$ cat src/rtl/mc_ldinc_pkg.sv
package mc_ldinc_pkg;

  typedef enum logic [3:0] {
    ST_BOOT, ST_FETCH, ST_DECODE, ST_ADDR, ST_RDMEM, ST_LDWB,
    ST_STMEM, ST_REXEC, ST_RWB, ST_LIWB, ST_LIBASE
  } state_e;

  typedef enum logic [2:0] {
    CL_LOAD, CL_STORE, CL_RTYPE, CL_LDINC, CL_OTHER
  } iclass_e;

  localparam logic [1:0] SRCB_REG  = 2'b00;
  localparam logic [1:0] SRCB_FOUR = 2'b01;
  localparam logic [1:0] SRCB_IMM  = 2'b10;
  localparam logic [1:0] SRCB_BR   = 2'b11;
  localparam logic [1:0] DST_RT    = 2'b00;
  localparam logic [1:0] DST_RD    = 2'b01;
  localparam logic [1:0] DST_BASE  = 2'b10;
  localparam logic [1:0] ALU_ADD   = 2'b00;
  localparam logic [1:0] ALU_FUNCT = 2'b10;
  localparam logic [1:0] PCS_ALU   = 2'b00;

  typedef struct packed {
    logic       mem_rd;
    logic       mem_wr;
    logic       i_or_d;
    logic       ir_wr;
    logic       pc_wr;
    logic [1:0] pc_src;
    logic       alu_src_a;
    logic [1:0] alu_src_b;
    logic [1:0] alu_op;
    logic       reg_wr;
    logic       mem_to_reg;
    logic [1:0] reg_dst;
  } ctrl_t;

endpackage

$ cat src/rtl/mc_ldinc_opdec.sv
module mc_ldinc_opdec
  import mc_ldinc_pkg::*;
#(
  parameter int unsigned     OP_W      = 6,
  parameter logic [OP_W-1:0] OPC_RTYPE = 6'h00,
  parameter logic [OP_W-1:0] OPC_LOAD  = 6'h23,
  parameter logic [OP_W-1:0] OPC_STORE = 6'h2b,
  parameter logic [OP_W-1:0] OPC_LDINC = 6'h3a
) (
  input  logic [OP_W-1:0] opcode_i,
  output iclass_e         class_o
);

  always_comb begin
    if (opcode_i == OPC_RTYPE)      class_o = CL_RTYPE;
    else if (opcode_i == OPC_LOAD)  class_o = CL_LOAD;
    else if (opcode_i == OPC_STORE) class_o = CL_STORE;
    else if (opcode_i == OPC_LDINC) class_o = CL_LDINC;
    else                            class_o = CL_OTHER;
  end

endmodule

$ cat src/rtl/mc_ldinc_next.sv
module mc_ldinc_next
  import mc_ldinc_pkg::*;
(
  input  state_e  state_i,
  input  iclass_e class_i,
  output state_e  state_o
);

  always_comb begin
    state_o = ST_FETCH;
    unique case (state_i)
      ST_BOOT:   state_o = ST_FETCH;
      ST_FETCH:  state_o = ST_DECODE;
      ST_DECODE: begin
        unique case (class_i)
          CL_LOAD, CL_STORE, CL_LDINC: state_o = ST_ADDR;
          CL_RTYPE:                    state_o = ST_REXEC;
          default:                     state_o = ST_FETCH;
        endcase
      end
      ST_ADDR: begin
        unique case (class_i)
          CL_STORE:         state_o = ST_STMEM;
          CL_LOAD, CL_LDINC: state_o = ST_RDMEM;
          default:          state_o = ST_FETCH;
        endcase
      end
      // shared read cycle, exit picks the writeback flavour
      ST_RDMEM:  state_o = (class_i == CL_LDINC) ? ST_LIWB : ST_LDWB;
      ST_REXEC:  state_o = ST_RWB;
      ST_LIWB:   state_o = ST_LIBASE;
      ST_LDWB, ST_STMEM, ST_RWB, ST_LIBASE: state_o = ST_FETCH;
      default:   state_o = ST_FETCH;
    endcase
  end

endmodule

$ cat src/rtl/mc_ldinc_outdec.sv
module mc_ldinc_outdec
  import mc_ldinc_pkg::*;
(
  input  state_e state_i,
  output ctrl_t  ctrl_o
);

  always_comb begin
    ctrl_o = '0;
    unique case (state_i)
      ST_FETCH: begin
        ctrl_o.mem_rd    = 1'b1;
        ctrl_o.ir_wr     = 1'b1;
        ctrl_o.pc_wr     = 1'b1;
        ctrl_o.pc_src    = PCS_ALU;
        ctrl_o.alu_src_b = SRCB_FOUR;
        ctrl_o.alu_op    = ALU_ADD;
      end
      ST_DECODE: begin
        ctrl_o.alu_src_b = SRCB_BR;
        ctrl_o.alu_op    = ALU_ADD;
      end
      ST_ADDR: begin
        ctrl_o.alu_src_a = 1'b1;
        ctrl_o.alu_src_b = SRCB_IMM;
        ctrl_o.alu_op    = ALU_ADD;
      end
      ST_RDMEM: begin
        ctrl_o.mem_rd = 1'b1;
        ctrl_o.i_or_d = 1'b1;
      end
      ST_LDWB: begin
        ctrl_o.reg_wr     = 1'b1;
        ctrl_o.mem_to_reg = 1'b1;
        ctrl_o.reg_dst    = DST_RT;
      end
      ST_STMEM: begin
        ctrl_o.mem_wr = 1'b1;
        ctrl_o.i_or_d = 1'b1;
      end
      ST_REXEC: begin
        ctrl_o.alu_src_a = 1'b1;
        ctrl_o.alu_src_b = SRCB_REG;
        ctrl_o.alu_op    = ALU_FUNCT;
      end
      ST_RWB: begin
        ctrl_o.reg_wr  = 1'b1;
        ctrl_o.reg_dst = DST_RD;
      end
      // data writeback overlapped with base + 4 in the ALU
      ST_LIWB: begin
        ctrl_o.reg_wr     = 1'b1;
        ctrl_o.mem_to_reg = 1'b1;
        ctrl_o.reg_dst    = DST_RT;
        ctrl_o.alu_src_a  = 1'b1;
        ctrl_o.alu_src_b  = SRCB_FOUR;
        ctrl_o.alu_op     = ALU_ADD;
      end
      ST_LIBASE: begin
        ctrl_o.reg_wr  = 1'b1;
        ctrl_o.reg_dst = DST_BASE;
      end
      default: ctrl_o = '0;
    endcase
  end

endmodule

$ cat src/rtl/mc_ldinc_ctrl.sv
module mc_ldinc_ctrl
  import mc_ldinc_pkg::*;
#(
  parameter int unsigned     OP_W      = 6,
  parameter logic [OP_W-1:0] OPC_RTYPE = 6'h00,
  parameter logic [OP_W-1:0] OPC_LOAD  = 6'h23,
  parameter logic [OP_W-1:0] OPC_STORE = 6'h2b,
  parameter logic [OP_W-1:0] OPC_LDINC = 6'h3a
) (
  input  logic            clk_i,
  input  logic            rst_ni,
  input  logic [OP_W-1:0] opcode_i,
  output logic            mem_rd_o,
  output logic            mem_wr_o,
  output logic            i_or_d_o,
  output logic            ir_wr_o,
  output logic            pc_wr_o,
  output logic [1:0]      pc_src_o,
  output logic            alu_src_a_o,
  output logic [1:0]      alu_src_b_o,
  output logic [1:0]      alu_op_o,
  output logic            reg_wr_o,
  output logic            mem_to_reg_o,
  output logic [1:0]      reg_dst_o
);

  state_e  state_q, state_d;
  iclass_e iclass;
  ctrl_t   ctrl;

  mc_ldinc_opdec #(
    .OP_W(OP_W), .OPC_RTYPE(OPC_RTYPE), .OPC_LOAD(OPC_LOAD),
    .OPC_STORE(OPC_STORE), .OPC_LDINC(OPC_LDINC)
  ) u_opdec (
    .opcode_i(opcode_i),
    .class_o (iclass)
  );

  mc_ldinc_next u_next (
    .state_i(state_q),
    .class_i(iclass),
    .state_o(state_d)
  );

  // boot state keeps every enable low until the first edge after reset
  always_ff @(posedge clk_i or negedge rst_ni) begin
    if (!rst_ni) state_q <= ST_BOOT;
    else         state_q <= state_d;
  end

  mc_ldinc_outdec u_outdec (
    .state_i(state_q),
    .ctrl_o (ctrl)
  );

  assign mem_rd_o     = ctrl.mem_rd;
  assign mem_wr_o     = ctrl.mem_wr;
  assign i_or_d_o     = ctrl.i_or_d;
  assign ir_wr_o      = ctrl.ir_wr;
  assign pc_wr_o      = ctrl.pc_wr;
  assign pc_src_o     = ctrl.pc_src;
  assign alu_src_a_o  = ctrl.alu_src_a;
  assign alu_src_b_o  = ctrl.alu_src_b;
  assign alu_op_o     = ctrl.alu_op;
  assign reg_wr_o     = ctrl.reg_wr;
  assign mem_to_reg_o = ctrl.mem_to_reg;
  assign reg_dst_o    = ctrl.reg_dst;

endmodule

$ cat config.mk
export PLATFORM = sky130hd
export DESIGN_NAME = mc_ldinc_ctrl
export DESIGN_NICKNAME = d
export VERILOG_FILES = /design/src/rtl/mc_ldinc_pkg.sv /design/src/rtl/mc_ldinc_opdec.sv /design/src/rtl/mc_ldinc_next.sv /design/src/rtl/mc_ldinc_outdec.sv /design/src/rtl/mc_ldinc_ctrl.sv
export SDC_FILE = /design/constraint.sdc
export NUM_CORES = 1
export LEC_CHECK = 0
export CORE_AREA = 2 2 39 41
export DETAILED_ROUTE_END_ITERATION = 6
export DIE_AREA = 0 0 41 43
export DONT_BUFFER_PORTS = 1
export GPL_TIMING_DRIVEN = 0
export PLACE_DENSITY = 0.5
export SYNTH_ARGS = -nofsm -noshare
export SYNTH_HDL_FRONTEND = slang
export SYNTH_SLANG_ARGS = --single-unit
export TNS_END_PERCENT = 20
$ cat constraint.sdc
create_clock -name clk_i -period 4.6 [get_ports clk_i]
set_clock_uncertainty 0.15 [all_clocks]
set_input_delay 0.92 -clock clk_i [delete_from_list [all_inputs] [get_ports clk_i]]
set_output_delay 0.92 -clock clk_i [all_outputs]
set_load 0.01 [all_outputs]
==> flow_metrics.env, run 1 <==
export IMPL_area_delta_synth_final_pct=11.8
export IMPL_holdCritPathClass="in2async"
export IMPL_grt_pass1_vias=347
export IMPL_place_congestion=0.804
export IMPL_yosys_warnings=0
export IMPL_antenna_cells=0
export IMPL_synth_common_cells="nor2_1, a21oi_1, buf_4, dfrtp_1, nand2_1"
export IMPL_synthFlopType="dfrtp_1"
export IMPL_synth_seq_cells=4
export IMPL_setup_violations_final=0
export IMPL_antenna_left=0
export IMPL_peakVddDrop_mv=0.157
export IMPL_viasPerCell=5.21
export IMPL_postCtsHoldBufs=0
export IMPL_min_period_over_period_pct=61.1
export IMPL_layout_drive_gt1_share_pct=16.9
export IMPL_end_kind="output port"
export IMPL_antenna_found_initial=0
export IMPL_synth_top_area_share_pct=23.7
export IMPL_grt_overflow=0
export IMPL_ys_top_cells_by_area="dfrtp_1, nor2_1, buf_4"
export IMPL_arrival_ns=1.74
export IMPL_ys_seq_area_share_pct=23.7
export IMPL_synth_edf_count=0
export IMPL_p_per_area_nw_per_um2=206
export IMPL_synth_top_family_by_area="simple AND/OR/NAND/NOR gates"
export IMPL_clk_latency_ns=0.23
export IMPL_drt_total_wl_um=964
export IMPL_initial_core_util_pct=30.6
export IMPL_worstPathRequired_ns=3.53
export IMPL_synth_xor_area_share_pct=2.07
export IMPL_die_w_um=41
export IMPL_muxShareOfSynthArea_pct=2.37
export IMPL_firstDrtPassIters=4
export IMPL_cts_max_level=1
export IMPL_final_max_slew_viol_count=0
export IMPL_synth_top_area_cell="dfrtp_1"
export IMPL_worst_path_max_fanout=10
export IMPL_wl_per_cell_um=11.9
export IMPL_ys_types=25
export IMPL_timing_setup_tns_ns=0
export IMPL_syn_area_per_cell_um2=7.05
export IMPL_place_hpwl_um=770
export IMPL_cts_made_buffers=3
export IMPL_clockBufferDepth=2
export IMPL_hold_viol=0
export IMPL_cp_start_kind="flip-flop"
export IMPL_cts_tree="done"
export IMPL_nNetsFinal=75
export IMPL_synth_simple_area_share_pct=37.3
export IMPL_synth_compound_area_share_pct=20.7
export IMPL_run_status="complete, no violations"
export IMPL_grt_pass1_wl_um=1460
export IMPL_vias=422
export IMPL_die_area_um2=1760
export IMPL_worstRegToRegCells=4
export IMPL_regMostFlops="state_q"
export IMPL_syn_inst=60
export IMPL_yosysMostFrequentCell="nor2_1"
export IMPL_clock_sinks=4
export IMPL_rows=14
export IMPL_rsz0062_at_grt="no"
export IMPL_drt_initial_drc_count=9
export IMPL_largest_register_ffs=4
export IMPL_synthAdderAreaFrac_pct=0
export IMPL_die_h_um=43
export IMPL_root_buffer="clkbuf_4"
export IMPL_cts_setup_buffers=0
export IMPL_io_buffer_count=0
export IMPL_cts_clk_slew_worst_paths_ns=0.04
export IMPL_drv_cap=0
export IMPL_synthArstFlopShare_pct=100
export IMPL_ios=24
export IMPL_top_regs="state_q x4"
export IMPL_design_core_area_um2=1380
export IMPL_path_class="reg2out"
export IMPL_cts_resized=0
export IMPL_grtUsageTotal_pct=12.1
export IMPL_grt_start_max_net_pins=11
export IMPL_synthesis_area_um2=423
export IMPL_hold_worst_slack_ns=0.235
export IMPL_drcViolationCount=0
export IMPL_leakage_uw=0.000196
export IMPL_fin_crit_ns=2.81
export IMPL_fmax_ghz=0.356
## worst max-delay path, stage by stage, from the launching register on
cell      delay, ns
dfrtp_1        0.35
clkbuf_1       0.37
nand2b_1       0.20
nor3_1         0.38
buf_4          0.20
## stage by stage
stage                     utilization (%)  cells  total power, µW  cell area (µm²)  worst slack, ns
after CTS                            34.2     81             99.9              473             1.76
after floorplan                         -     62             53.6              430             2.21
after global routing                 34.2     81              105              473             1.59
after detailed placement             32.5     78             55.8              450             2.02
final                                34.2     81             97.6              473             1.79
after global placement               32.5     78             55.8              450             2.00
## layout make-up
cell class | count | area, µm²
buffer | 8 | 47.5
clock buffer | 3 | 22.5
fill | 157 | 911
inverter | 2 | 7.51
multi-input combinational | 48 | 275
sequential | 4 | 100
tap | 16 | 20.0
## cell families after synthesis
logic type / Yosys count
AOI/OAI and AO/OA: 13
xor gates and xnor gates: 1
buffers and inverters: 10
DFF: 4
muxes: 1
other: 1
and+or+nand+nor: 30
## path summary, 6_finish.rpt
check	startpoint	to	slack, ns
worst max-delay path	state_q[0]	pc_wr_o	1.79
worst min-delay path	rst_ni	state_q[3]	0.23
min in group clk_i	state_q[1]	state_q[2]	0.39
worst min register to register	state_q[1]	state_q[2]	0.39
max in group asynchronous	rst_ni	state_q[0]	4.00
worst max register to register	state_q[3]	state_q[2]	3.04
## placed cells by master (no fill, tap or decap), drive strengths merged
master / count
buf: 6
or2b: 1
clkbuf: 5
o22ai: 2
and2: 1
dfrtp: 4
a2111oi: 1
or3: 1
o21ai: 3
nor2: 11
inv: 2
xnor2: 1
nor4: 1
conb: 3
o21a: 1
o31a: 2
a21oi: 4
nand3: 1
or4: 2
mux2i: 1
nand2: 4
nand3b: 2
nor3: 3
nand2b: 3
## per-layer routing
metal  GRT usage, %  routed length, µm
met5              0                  0
met3           5.76                 84
met1           14.5                418
met2           18.1                461
met4           4.00                  0
## report_power, final
group	switching [µW]	internal [µW]	leakage, µW	total [µW]
logic	11.0	7.76	0.000130	18.8
registers	0.329	36.2	0.0000514	36.5
clock network	13.2	29.1	0.0000138	42.3
total	24.5	73.0	0.000196	97.6
Power figures use the tool's default switching activity.
==> inputs of run 2 (changes only) <==
==> constraint.sdc (replaced) <==
create_clock -name clk_i -period 2.8 [get_ports clk_i]
set_clock_uncertainty 0.15 [all_clocks]
set_input_delay 0.56 -clock clk_i [delete_from_list [all_inputs] [get_ports clk_i]]
set_output_delay 0.56 -clock clk_i [all_outputs]
set_load 0.01 [all_outputs]
==> run 2 against run 1 <==
Critical path depth stayed put. Via count increased by 0.95%. Non-clock buffer count increased by 1. Total power increased by 66%. Sequential power is 64% higher. Worst setup slack got worse by 1.4 ns. Core utilization is 0.72 points higher. Combinational power is 74% higher. Die area unchanged. Count of clock-buffer cells in the layout unchanged. Sequential share of layout area shrank 0.44 points. Design area is 2.1% higher.
==> flow_metrics.env, run 2 (synthesis gave the netlist of run 1 again) <==
export IMPL_run_status="complete, no violations"
export IMPL_place_congestion=0.804
export IMPL_nNetsFinal=76
export IMPL_grt_overflow=0
export IMPL_peakVddDrop_mv=0.259
export IMPL_cts_clk_slew_worst_paths_ns=0.04
export IMPL_rsz0062_at_grt="no"
export IMPL_layout_commonest_cell="nor2_1"
export IMPL_min_period_over_period_pct=87.4
export IMPL_worstPathRequired_ns=2.09
export IMPL_antenna_cells=0
export IMPL_largest_register_ffs=4
export IMPL_holdCritPathClass="reg2reg"
export IMPL_die_w_um=41
export IMPL_drcViolationCount=0
export IMPL_root_buffer="clkbuf_4"
export IMPL_regMostFlops="state_q"
export IMPL_path_class="reg2out"
export IMPL_final_cell_mix="nor2_1, nand2_1, a21oi_1, buf_4, dfrtp_1"
export IMPL_fin_crit_ns=2.45
export IMPL_worstRegToRegCells=4
export IMPL_antenna_found_initial=0
export IMPL_viasPerCell=5.20
export IMPL_multi_input_area_um2=275
export IMPL_top_regs="state_q x4"
export IMPL_rows=14
export IMPL_final_max_slew_viol_count=0
export IMPL_firstDrtPassIters=4
export IMPL_arrival_ns=1.74
export IMPL_grt_pass1_wl_um=1460
export IMPL_cts_made_buffers=3
export IMPL_io_buffer_count=0
export IMPL_nFillCells=158
export IMPL_clockBufferDepth=2
export IMPL_holdPathStages=2
export IMPL_initial_core_util_pct=30.6
export IMPL_worst_path_max_fanout=10
export IMPL_fmax_ghz=0.408
export IMPL_design_core_area_um2=1380
export IMPL_hold_viol=0
export IMPL_cts_max_level=1
export IMPL_drt_initial_drc_count=9
export IMPL_ios=24
export IMPL_dpl_worst_slack_ns=0.576
export IMPL_drv_cap=0
export IMPL_p_per_area_nw_per_um2=336
export IMPL_regArea_um2=100
export IMPL_hold_worst_slack_ns=0.390
export IMPL_wl_per_cell_um=11.8
export IMPL_cts_setup_buffers=0
export IMPL_vias=426
export IMPL_grt_start_max_net_pins=11
export IMPL_die_h_um=43
export IMPL_area_delta_synth_final_pct=14.2
export IMPL_antenna_left=0
export IMPL_setup_violations_final=0
export IMPL_clock_sinks=4
export IMPL_end_kind="output port"
export IMPL_leakage_uw=0.000200
export IMPL_worst_slack_ns=0.351
export IMPL_timing_setup_tns_ns=0
export IMPL_die_area_um2=1760
export IMPL_place_hpwl_um=770
export IMPL_cp_start_kind="flip-flop"
export IMPL_cts_tree="done"
export IMPL_grt_pass1_vias=348
export IMPL_clk_latency_ns=0.23
export IMPL_layout_drive_gt1_share_pct=16.7
export IMPL_grtUsageTotal_pct=12.1
export IMPL_drt_total_wl_um=965
-- run 2: changes by cell type in the layout (fill, tap and decap cells not counted) --
| cell | delta |
|---|---|
| dlygate4sd3_1 | +1 |
-- run 2: routing by layer --
| layer | up-vias | GRT usage [%] | share of wire [%] |
|---|---|---|---|
| li1 | 218 | - | - |
| met1 | 191 | 14.5 | 44 |
| met2 | 17 | 18.1 | 48 |
| met3 | 0 | 5.76 | 8.6 |
| met4 | 0 | 4.00 | 0 |
| met5 | - | 0 | 0 |
-- run 2: area by class of cell --
class	instances	share of cell area [%]
well taps	16	4.15
flip-flops and latches	4	20.7
multi-input cells	48	57.0
inverters	2	1.55
repair buffers	1	2.07
clock buffers	3	4.66
plain buffers	8	9.84
-- run 2: critical path: stages, from the launching register on --
cell and delay, ns:
dfrtp_1 0.35, clkbuf_1 0.37, nand2b_1 0.20, nor3_1 0.38, buf_4 0.20
-- run 2: final timing paths --
kind,startpoint,slack (ns),endpoint
min,state_q[1],0.39,state_q[2]
min in group asynchronous,rst_ni,0.45,state_q[3]
max reg2reg,state_q[3],1.24,state_q[2]
max in group asynchronous,rst_ni,1.89,state_q[0]
max,state_q[0],0.35,pc_wr_o
min reg2reg,state_q[1],0.39,state_q[2]
-- run 2: through the flow --
step,power [µW],cell area (µm²),instances,utilization [%]
after floorplan,88.1,430,62,-
after global placement,91.6,450,78,32.5
after detailed placement,91.7,450,78,32.5
after CTS,166,483,82,34.9
after global routing,174,483,82,34.9
final,162,483,82,34.9
-- run 2: where the power goes --
part / leakage (µW) / internal (µW) / switching, µW / total (µW)
Combinational: 0.000135 / 13.7 / 19.1 / 32.8
Clock: 0.0000138 / 47.8 / 21.6 / 69.4
Sequential: 0.0000514 / 59.4 / 0.541 / 60.0
-- run 2: what timing repair did --
item	in CTS	in global routing
endpoints found under the hold margin	4	0
gates resized for setup	0	0
hold buffers	1	0
==> inputs of run 3 (changes only) <==
--- a/config.mk
+++ b/config.mk
@@ -5,6 +5,7 @@
 export SDC_FILE = /design/constraint.sdc
 export NUM_CORES = 1
 export LEC_CHECK = 0
+export ABC_CLOCK_PERIOD_IN_PS = 2800
 export CORE_AREA = 2 2 39 41
 export DETAILED_ROUTE_END_ITERATION = 6
 export DIE_AREA = 0 0 41 43
==> results of run 3 <==
Final layout, timing and power as in run 2 (identical DEF).
